File: src/rtl/xop_shift_pkg.sv
package xop_shift_pkg;

    typedef enum logic [1:0] {
        OP_HOLD  = 2'd0,
        OP_SHIFT = 2'd1,
        OP_LOAD  = 2'd2,
        OP_CLEAR = 2'd3
    } xop_op_e;

    typedef enum logic [1:0] {
        PART_FULL = 2'd0,
        PART_LOW  = 2'd1,
        PART_HIGH = 2'd2
    } xop_part_e;

    function automatic xop_part_e decode_part(input logic [1:0] code);
        xop_part_e p;
        unique case (code)
            2'b01:   p = PART_LOW;
            2'b10:   p = PART_HIGH;
            default: p = PART_FULL;   // 2'b11 and 2'b00
        endcase
        return p;
    endfunction

endpackage

File: src/rtl/xop_ctrl.sv
module xop_ctrl
    import xop_shift_pkg::*;
(
    input  logic    rst,
    input  logic    ld,
    input  logic    adv,
    output xop_op_e op
);

    always_comb begin
        unique casez ({rst, ld, adv})
            3'b1??:  op = OP_CLEAR;
            3'b01?:  op = OP_LOAD;
            3'b001:  op = OP_SHIFT;
            default: op = OP_HOLD;
        endcase
    end

endmodule

File: src/rtl/xop_store.sv
module xop_store
    import xop_shift_pkg::*;
#(
    parameter int N = 64
) (
    input  logic         clk,
    input  logic         rst,
    input  xop_op_e      op,
    input  logic [N-1:0] din,
    output logic [N-1:0] q
);

    logic [N-1:0] q_next;

    always_comb begin
        unique case (op)
            OP_CLEAR: q_next = '0;
            OP_LOAD:  q_next = din;
            OP_SHIFT: q_next = {1'b0, q[N-1:1]};
            default:  q_next = q;
        endcase
    end

    always_ff @(posedge clk) begin
        q <= q_next;
    end

    assert_clear_R1: assert property (@(posedge clk) disable iff (rst)
        $past(rst) |-> (q == '0));

    assert_load_R2: assert property (@(posedge clk) disable iff (rst)
        (ld_seen(op)) |=> (q == $past(din)));

    assert_shift_R3: assert property (@(posedge clk) disable iff (rst)
        (op == OP_SHIFT) |=> (q == ($past(q) >> 1)));

    assert_zero_fill_R8: assert property (@(posedge clk) disable iff (rst)
        (op == OP_SHIFT) |=> (q[N-1] == 1'b0));

    assert_hold_R9: assert property (@(posedge clk) disable iff (rst)
        (op == OP_HOLD) |=> $stable(q));

    function automatic logic ld_seen(input xop_op_e o);
        return o == OP_LOAD;
    endfunction

endmodule

File: src/rtl/xop_tap.sv
module xop_tap
    import xop_shift_pkg::*;
#(
    parameter int N        = 64,
    parameter int LOW_BITS = 16
) (
    input  logic [N-1:0] q,
    input  xop_part_e    part,
    output logic         bit_out
);

    logic hi_bit;

    generate
        if (LOW_BITS == 0) begin : g_no_offset
            assign hi_bit = q[0];
        end else begin : g_offset
            assign hi_bit = q[LOW_BITS];
        end
    endgenerate

    always_comb begin
        unique case (part)
            PART_HIGH: bit_out = hi_bit;
            PART_LOW:  bit_out = q[0];
            default:   bit_out = q[0];
        endcase
    end

endmodule

File: src/rtl/xop_shift_feed.sv
module xop_shift_feed
    import xop_shift_pkg::*;
#(
    parameter int N  = 64,
    parameter int T  = 8,
    parameter int TL = 2
) (
    input  logic         clk,
    input  logic         rst,
    input  logic [N-1:0] x_in,
    input  logic         ld,
    input  logic         adv,
    input  logic [1:0]   part_sel,
    output logic         bit_out
);

    localparam int BITS_PER_STAGE = N / T;
    localparam int LOW_BITS       = BITS_PER_STAGE * TL;

    generate
        if ((N % T) != 0 || TL >= T || TL < 0) begin : g_bad_params
            $error("xop_shift_feed: N must be a multiple of T and TL below T");
        end
    endgenerate

    xop_op_e   op;
    xop_part_e part;
    logic [N-1:0] q;

    assign part = decode_part(part_sel);

    xop_ctrl u_ctrl (
        .rst (rst),
        .ld  (ld),
        .adv (adv),
        .op  (op)
    );

    xop_store #(.N(N)) u_store (
        .clk (clk),
        .rst (rst),
        .op  (op),
        .din (x_in),
        .q   (q)
    );

    xop_tap #(.N(N), .LOW_BITS(LOW_BITS)) u_tap (
        .q       (q),
        .part    (part),
        .bit_out (bit_out)
    );

    assert_load_wins_R7: assert property (@(posedge clk) disable iff (rst)
        (ld && adv) |=> (q == $past(x_in)));

    assert_lower_lsb_R4: assert property (@(posedge clk) disable iff (rst)
        (part_sel == 2'b01) |-> (bit_out == q[0]));

    assert_upper_offset_R5: assert property (@(posedge clk) disable iff (rst)
        (part_sel == 2'b10) |-> (bit_out == q[LOW_BITS]));

    assert_full_lsb_R6: assert property (@(posedge clk) disable iff (rst)
        (part_sel == 2'b11 || part_sel == 2'b00) |-> (bit_out == q[0]));

endmodule

File: config.mk
export PLATFORM = sky130hd
export DESIGN_NAME = xop_shift_feed
export DESIGN_NICKNAME = d
export VERILOG_FILES = /design/src/rtl/xop_shift_pkg.sv /design/src/rtl/xop_ctrl.sv /design/src/rtl/xop_store.sv /design/src/rtl/xop_tap.sv /design/src/rtl/xop_shift_feed.sv
export SDC_FILE = /design/constraint.sdc
export NUM_CORES = 1
export LEC_CHECK = 0
export BUFFER_PORTS_ARGS = -buffer_cell sky130_fd_sc_hd__buf_4
export CORE_UTILIZATION = 54
export CTS_BUF_LIST = sky130_fd_sc_hd__clkbuf_16
export CTS_CLUSTER_SIZE = 40
export DETAILED_ROUTE_END_ITERATION = 6
export GPL_TIMING_DRIVEN = 0
export PLACE_DENSITY = 0.8
export SETUP_SLACK_MARGIN = 0.1
export SYNTH_ARGS = -nofsm -noshare
export SYNTH_HDL_FRONTEND = slang
export SYNTH_HIERARCHICAL = 1
export SYNTH_SLANG_ARGS = --single-unit
export TNS_END_PERCENT = 1
File: constraint.sdc
create_clock -name clk -period 3.8 [get_ports clk]
set_clock_uncertainty 0.15 [all_clocks]
set_input_delay 0.95 -clock clk [delete_from_list [all_inputs] [get_ports clk]]
set_output_delay 0.95 -clock clk [all_outputs]
set_load 0.01 [all_outputs]
==> results of run 1 <==
cells in the final DEF (no fill, tap or decap):
cell,netlist,routed
buf_2,6,6
a22oi_2,9,9
or2_1,1,1
clkinv_2,0,2
buf_4,0,70
edfxtp_1,64,64
buf_12,1,2
buf_6,13,13
a21o_1,1,1
bufinv_16,0,1
and3_1,1,1
nor2b_1,64,64
inv_2,0,1
a22oi_1,54,54
clkbuf_2,1,1
and2b_2,1,1
ha_1,3,3
mux2_4,1,1
inv_1,4,5
clkbuf_16,0,9
nor2b_4,1,1
clkinv_1,0,2
kinds of logic after synthesis:
group	synth area share, %
mux	0.4762
simple gates	13.82
compound gates	16.67
flops	60.98
fa+ha+maj	1.191
buf+inv	6.868
routing by layer:
layer / part of all wire [%] / vias up
met2: 49 / 60
li1: - / 1021
met3: 5.9 / 10
met5: 0 / -
met1: 44 / 999
met4: 1.6 / 0
worst max-delay path, cell delays in order:
cell and delay (ns):
buf_4 0.11, and2b_2 0.20, nor2b_4 0.12, mux2_4 0.31, buf_4 0.14
per-stage QoR:
step	utilization, %	power (uW)	cell area [um^2]	setup TNS (ns)
2_1_floorplan	-	985.3	3152	0
4_1_cts	72.97	1854	4068	0
3_3_place_gp	67.59	1070	3767	-1.990
6_report	72.97	1830	4068	0
5_1_grt	72.97	1900	4068	0
3_5_place_dp	67.95	1076	3787	0
worst paths after layout:
check / start / to / slack [ns] / cells after the start
worst max-delay path: part_sel[0] / bit_out / 0.86 / 5
worst min-delay path: u_store/q[3] / u_store/q[2] / 0.45 / 2
worst max register to register: u_store/q[17] / u_store/q[16] / 2.73 / 2
worst min register to register: u_store/q[3] / u_store/q[2] / 0.45 / 2
power by group through the flow:
| stage | clock [uW] | sequential (uW) | combinational, uW |
|---|---|---|---|
| 3_3_place_gp | 0 | 862 | 208 |
| 3_5_place_dp | 0 | 862 | 214 |
| 5_1_grt | 815 | 853 | 233 |
| 2_1_floorplan | 0 | 858 | 128 |
| 4_1_cts | 789 | 849 | 216 |
| 6_report | 768 | 848 | 214 |
area by class of cell:
class / instances / area, um^2 / share of cell area, %
repair buffers: 71 / 545.5 / 13.41
inverters: 4 / 15.01 / 0.3691
well taps: 72 / 90.09 / 2.215
plain buffers: 21 / 201.4 / 4.952
flip-flops and latches: 64 / 1922 / 47.25
clock inverters: 7 / 55.05 / 1.353
clock buffers: 9 / 225.2 / 5.537
multi-input cells: 136 / 1013 / 24.92
==> results.toml, run 1 <==
[global_routing]
grt_use_met2_pct = 34.47
grt_pass1_vias = 2155
grt_pass1_wl_mm = 9.556
grt_busiest_layer = "met2"
overflow = 0
grt_util_met1_pct = 25.24
track_usage_pct = 20.63
antenna_found_initial = 0
grt.met3_usage_pct = 5.116
grt_start_max_net_pins = 35

[power_and_ir_drop]
power_density_nw_per_um2 = 450.0
seqPwrFrac_pct = 46.4
p_leak_uw = 0.001634
peakVddDrop_mv = 0.2613
intPower_uw = 1449
p_sw_share_pct = 20.82
p_switching_uw = 381.0
combPwrFrac_pct = 11.7
power.share.clock_pct = 42.0

[place]
dpl.hpwl_mm = 3.864
pre_cts_ws_ns = 0.8601
gp_congestion = 0.7290
placed_cells = 368
numPortBuffers = 70

[cells_and_area]
diodes = 0
fill_cells = 429
fin_nets = 380
largest_reg_flops = 64
drive_gt1_share_pct = 37.50
top_regs = "u_store/q: 64 flops"
synthToLayoutAreaGrowth_pct = 29.06
stdcell_count = 384
regMostFlops = "u_store/q"

[sta]
fin_ws_ns = 0.8640
grt_setup_unrepaired = "no"
drv_slew = 0
relSlewSlack_pct = 54.05
worst_pin_slew_ns = 0.6883
finalSetupViolCount = 0
min_period_ns = 2.936
hold_viol = 0
fin_crit_sh_pct = 77.26
max_freq_mhz = 340.6
hold_ws_ns = 0.4539

[clocking]
cts_buffers = 9
cts_setup_buffers = 0
clk_latency_ns = 0.32
clockRootBuffer = "clkbuf_16"
clkSinkCount = 64
cts_tree = "yes"
post_cts_resized = 0
hold_buffers = 0
path_clk_slew_ns = 0.05
clockBufferDepth = 2
htreeDepth = 3

[synth]
synth.avg_cell_area_um2 = 14.01
synth_edf_count = 64
synth_top_area_share_pct = 60.98
synthCells = 225
seq_area_frac_synth_pct = 60.98
netlist_area_um2 = 3152
synth-seq-cells = 64
syn_nets = 298
synth_largest_area_cell = "edfxtp_1"
synthTopCellsByCount = "edfxtp_1 (64), nor2b_1 (64), a22oi_1 (54), buf_6 (13), a22oi_2 (9)"
synth_cell_types = 16
synth_flop_cell = "edfxtp_1"
synthArstFlopShare_pct = 0
yosysWarnings = 6
synthTopCellsByArea = "edfxtp_1 (61%), a22oi_1 (13%), nor2b_1 (13%), buf_6 (4.6%), a22oi_2 (3.6%)"

[floorplan]
initial_core_util_pct = 56.54
die_h_um = 78.40
die_x_um = 78.40
dieArea_um2 = 6146
io_pins = 71
coreArea_um2 = 5574
std_cell_rows = 27

[routing]
vias = 2090
remaining_drc_errors = 0
final_antenna_net_count = 0
first_pass_iters = 6
avgViaCountPerCell = 5.443
avgRoutedWirePerCell_um = 15.24
drt-initial-drc-count = 79
totalWireLength_mm = 5.851

[worst_setup_path]
endpoint_kind = "output pin"
worstPathRequired_ns = 2.70
crit_arrival_ns = 1.84
critPathKind = "input pin to output pin"
cp_max_fo = 2
cp-start-kind = "input pin"

[status]
status = "finished, final reports clean"

[hold_path]
hold_class = "flop to flop"

[job]
max_cap_violations = 0
(Power assumes the default switching activity.)
==> run 2, diff against run 1 <==
--- a/config.mk
+++ b/config.mk
@@ -6,12 +6,12 @@
 export NUM_CORES = 1
 export LEC_CHECK = 0
 export BUFFER_PORTS_ARGS = -buffer_cell sky130_fd_sc_hd__buf_4
-export CORE_UTILIZATION = 54
+export CORE_UTILIZATION = 49
 export CTS_BUF_LIST = sky130_fd_sc_hd__clkbuf_16
 export CTS_CLUSTER_SIZE = 40
 export DETAILED_ROUTE_END_ITERATION = 6
 export GPL_TIMING_DRIVEN = 0
-export PLACE_DENSITY = 0.8
+export PLACE_DENSITY = 0.76
 export SETUP_SLACK_MARGIN = 0.1
 export SYNTH_ARGS = -nofsm -noshare
 export SYNTH_HDL_FRONTEND = slang
==> constraint.sdc (replaced) <==
create_clock -name clk -period 2.4 [get_ports clk]
set_clock_uncertainty 0.15 [all_clocks]
set_input_delay 0.6 -clock clk [delete_from_list [all_inputs] [get_ports clk]]
set_output_delay 0.6 -clock clk [all_outputs]
set_load 0.01 [all_outputs]
==> results.toml, run 2 (synthesis results as in run 1) <==
[cells_and_area]
fin_nets = 381
final_area_um2 = 4090
top_regs = "u_store/q: 64 flops"
final_cell_mix = "buf_4 (68), nor2b_1 (64), edfxtp_1 (64)"
diodes = 0
fin_util_pct = 67.49
layout_commonest_cell = "buf_4"
synthToLayoutAreaGrowth_pct = 29.77
largest_reg_flops = 64
drive_gt1_share_pct = 38.02
regMostFlops = "u_store/q"

[hold_path]
whs_path_depth = 2
min_to = "u_store/q[27]"
hold_class = "flop to flop"
hp-start = "u_store/q[28]"

[floorplan]
die_x_um = 82.20
die_h_um = 82.20
dieArea_um2 = 6757
initial_core_util_pct = 52.00
std_cell_rows = 28
coreArea_um2 = 6061
io_pins = 71

[clocking]
path_clk_slew_ns = 0.05
clockBufferDepth = 2
cts_setup_buffers = 0
cts_buffers = 9
htreeDepth = 3
clockRootBuffer = "clkbuf_16"
clkSinkCount = 64
cts_tree = "yes"
clk_latency_ns = 0.32

[sta]
grt_setup_unrepaired = "yes"
drv_slew = 0
relSlewSlack_pct = 52.22
min_period_ns = 2.198
hold_viol = 0
hold_ws_ns = 0.4557
max_freq_mhz = 454.9
worst_pin_slew_ns = 0.7127
fin_tns_setup_ns = 0
finalSetupViolCount = 0
fin_crit_sh_pct = 91.59

[routing]
avgRoutedWirePerCell_um = 15.16
avgViaCountPerCell = 5.376
totalWireLength_mm = 5.881
first_pass_iters = 4
vias = 2086
drt-initial-drc-count = 111
final_antenna_net_count = 0
remaining_drc_errors = 0

[global_routing]
track_usage_pct = 18.36
antenna_found_initial = 0
grt_pass1_vias = 2018
grt_pass1_wl_mm = 9.025
grt_start_max_net_pins = 65
overflow = 0

[place]
place_area_um2 = 3777
gp_congestion = 0.6790
numPortBuffers = 70
dpl.hpwl_mm = 3.737

[job]
max_cap_violations = 0

[worst_setup_path]
worstPathRequired_ns = 1.65
r2r_start = "u_store/q[21]"
cp_slowest_stage_delay_ns = 0.29
crit_buf_inv = 2
crit_slowest_cell = "mux2_4"
reg2reg_depth = 2
cp_common_cell = "buf_4"
path_cells = "buf_4 -> and2b_2 -> nor2b_4 -> mux2_4 -> buf_4"
cp_max_fo = 2
path_delay_family = "simple AND/OR/NAND/NOR gates"
crit_arrival_ns = 1.45
reg2reg_to = "u_store/q[20]"
ff2ff_setup_slack_ns = 1.32
endpoint_kind = "output pin"
critPathKind = "input pin to output pin"
cp-start-kind = "input pin"

[power_and_ir_drop]
peakVddDrop_mv = 0.5067
p_leak_uw = 0.001634
power_density_nw_per_um2 = 708.2

[status]
status = "finished, final reports clean"
-- run 2: changes by cell type in the layout (fill, tap and decap cells not counted), sizes merged --
cell,delta
clkinvlp,+2
inv,-1
-- run 2: power by group --
part           leakage (uW)  switching [uW]  internal, uW
registers          0.000749            25.1          1320
logic              0.000738             146           194
clock network      0.000147             430           784
-- run 2: routing by layer --
| metal | part of all wire (%) | vias up | routed length, um | track usage (%) |
|---|---|---|---|---|
| met4 | 1.8 | 0 | 103 | 9.474 |
| met1 | 46 | 992 | 2698 | 23.48 |
| li1 | - | 1022 | - | - |
| met5 | 0 | - | 0 | 0 |
| met2 | 46 | 63 | 2730 | 28.68 |
| met3 | 5.9 | 9 | 349 | 4.835 |
-- run 2: repair_timing --
item / CTS / global route
pin swaps: 1 / 0
hold buffers: 0 / 0
cloned: 0 / 1
setup endpoints to repair: 64 / 32
endpoints found under the hold margin: 0 / 0
resized for setup: 2 / 0
-- run 2: worst min-delay path: cells and delay by family (launching register included) --
kind | cells | cell delay [ns]
flip-flops | 1 | 0.32
AND/OR/NAND/NOR | 1 | 0.10
AO/OA/AOI/OAI | 1 | 0.08
-- run 2: per-stage QoR --
| stage | setup WS (ns) | cells | total power [uW] |
|---|---|---|---|
| 2_1_floorplan | -0.1394 | 225 | 1560 |
| 3_3_place_gp | -0.7272 | 370 | 1696 |
| 3_5_place_dp | -0.7072 | 370 | 1704 |
| 4_1_cts | -0.3557 | 386 | 2921 |
| 5_1_grt | 0.1206 | 388 | 3009 |
| 6_report | 0.2019 | 388 | 2897 |
-- run 2: cell type report --
| type | instances | area (um^2) |
|---|---|---|
| multi-input cells | 136 | 1016 |
| inverters | 4 | 18.77 |
| repair inverters | 1 | 5.005 |
| clock buffers | 9 | 225.2 |
| repair buffers | 71 | 553.0 |
| fillers | 464 | 1971 |
| clock inverters | 7 | 55.05 |
| plain buffers | 21 | 201.4 |
| well taps | 75 | 93.84 |
| flip-flops and latches | 64 | 1922 |
-- run 2: worst max path at each step --
stage,start,end,slack (ns),depth (start not counted)
after detailed placement,ld,u_store/q[23],-0.71,5
after global placement,ld,u_store/q[17],-0.73,5
after global routing,rst,u_store/q[43],0.12,5
final,part_sel[0],bit_out,0.20,5
after CTS,rst,u_store/q[13],-0.36,5
after floorplan,ld,u_store/q[0],-0.14,4
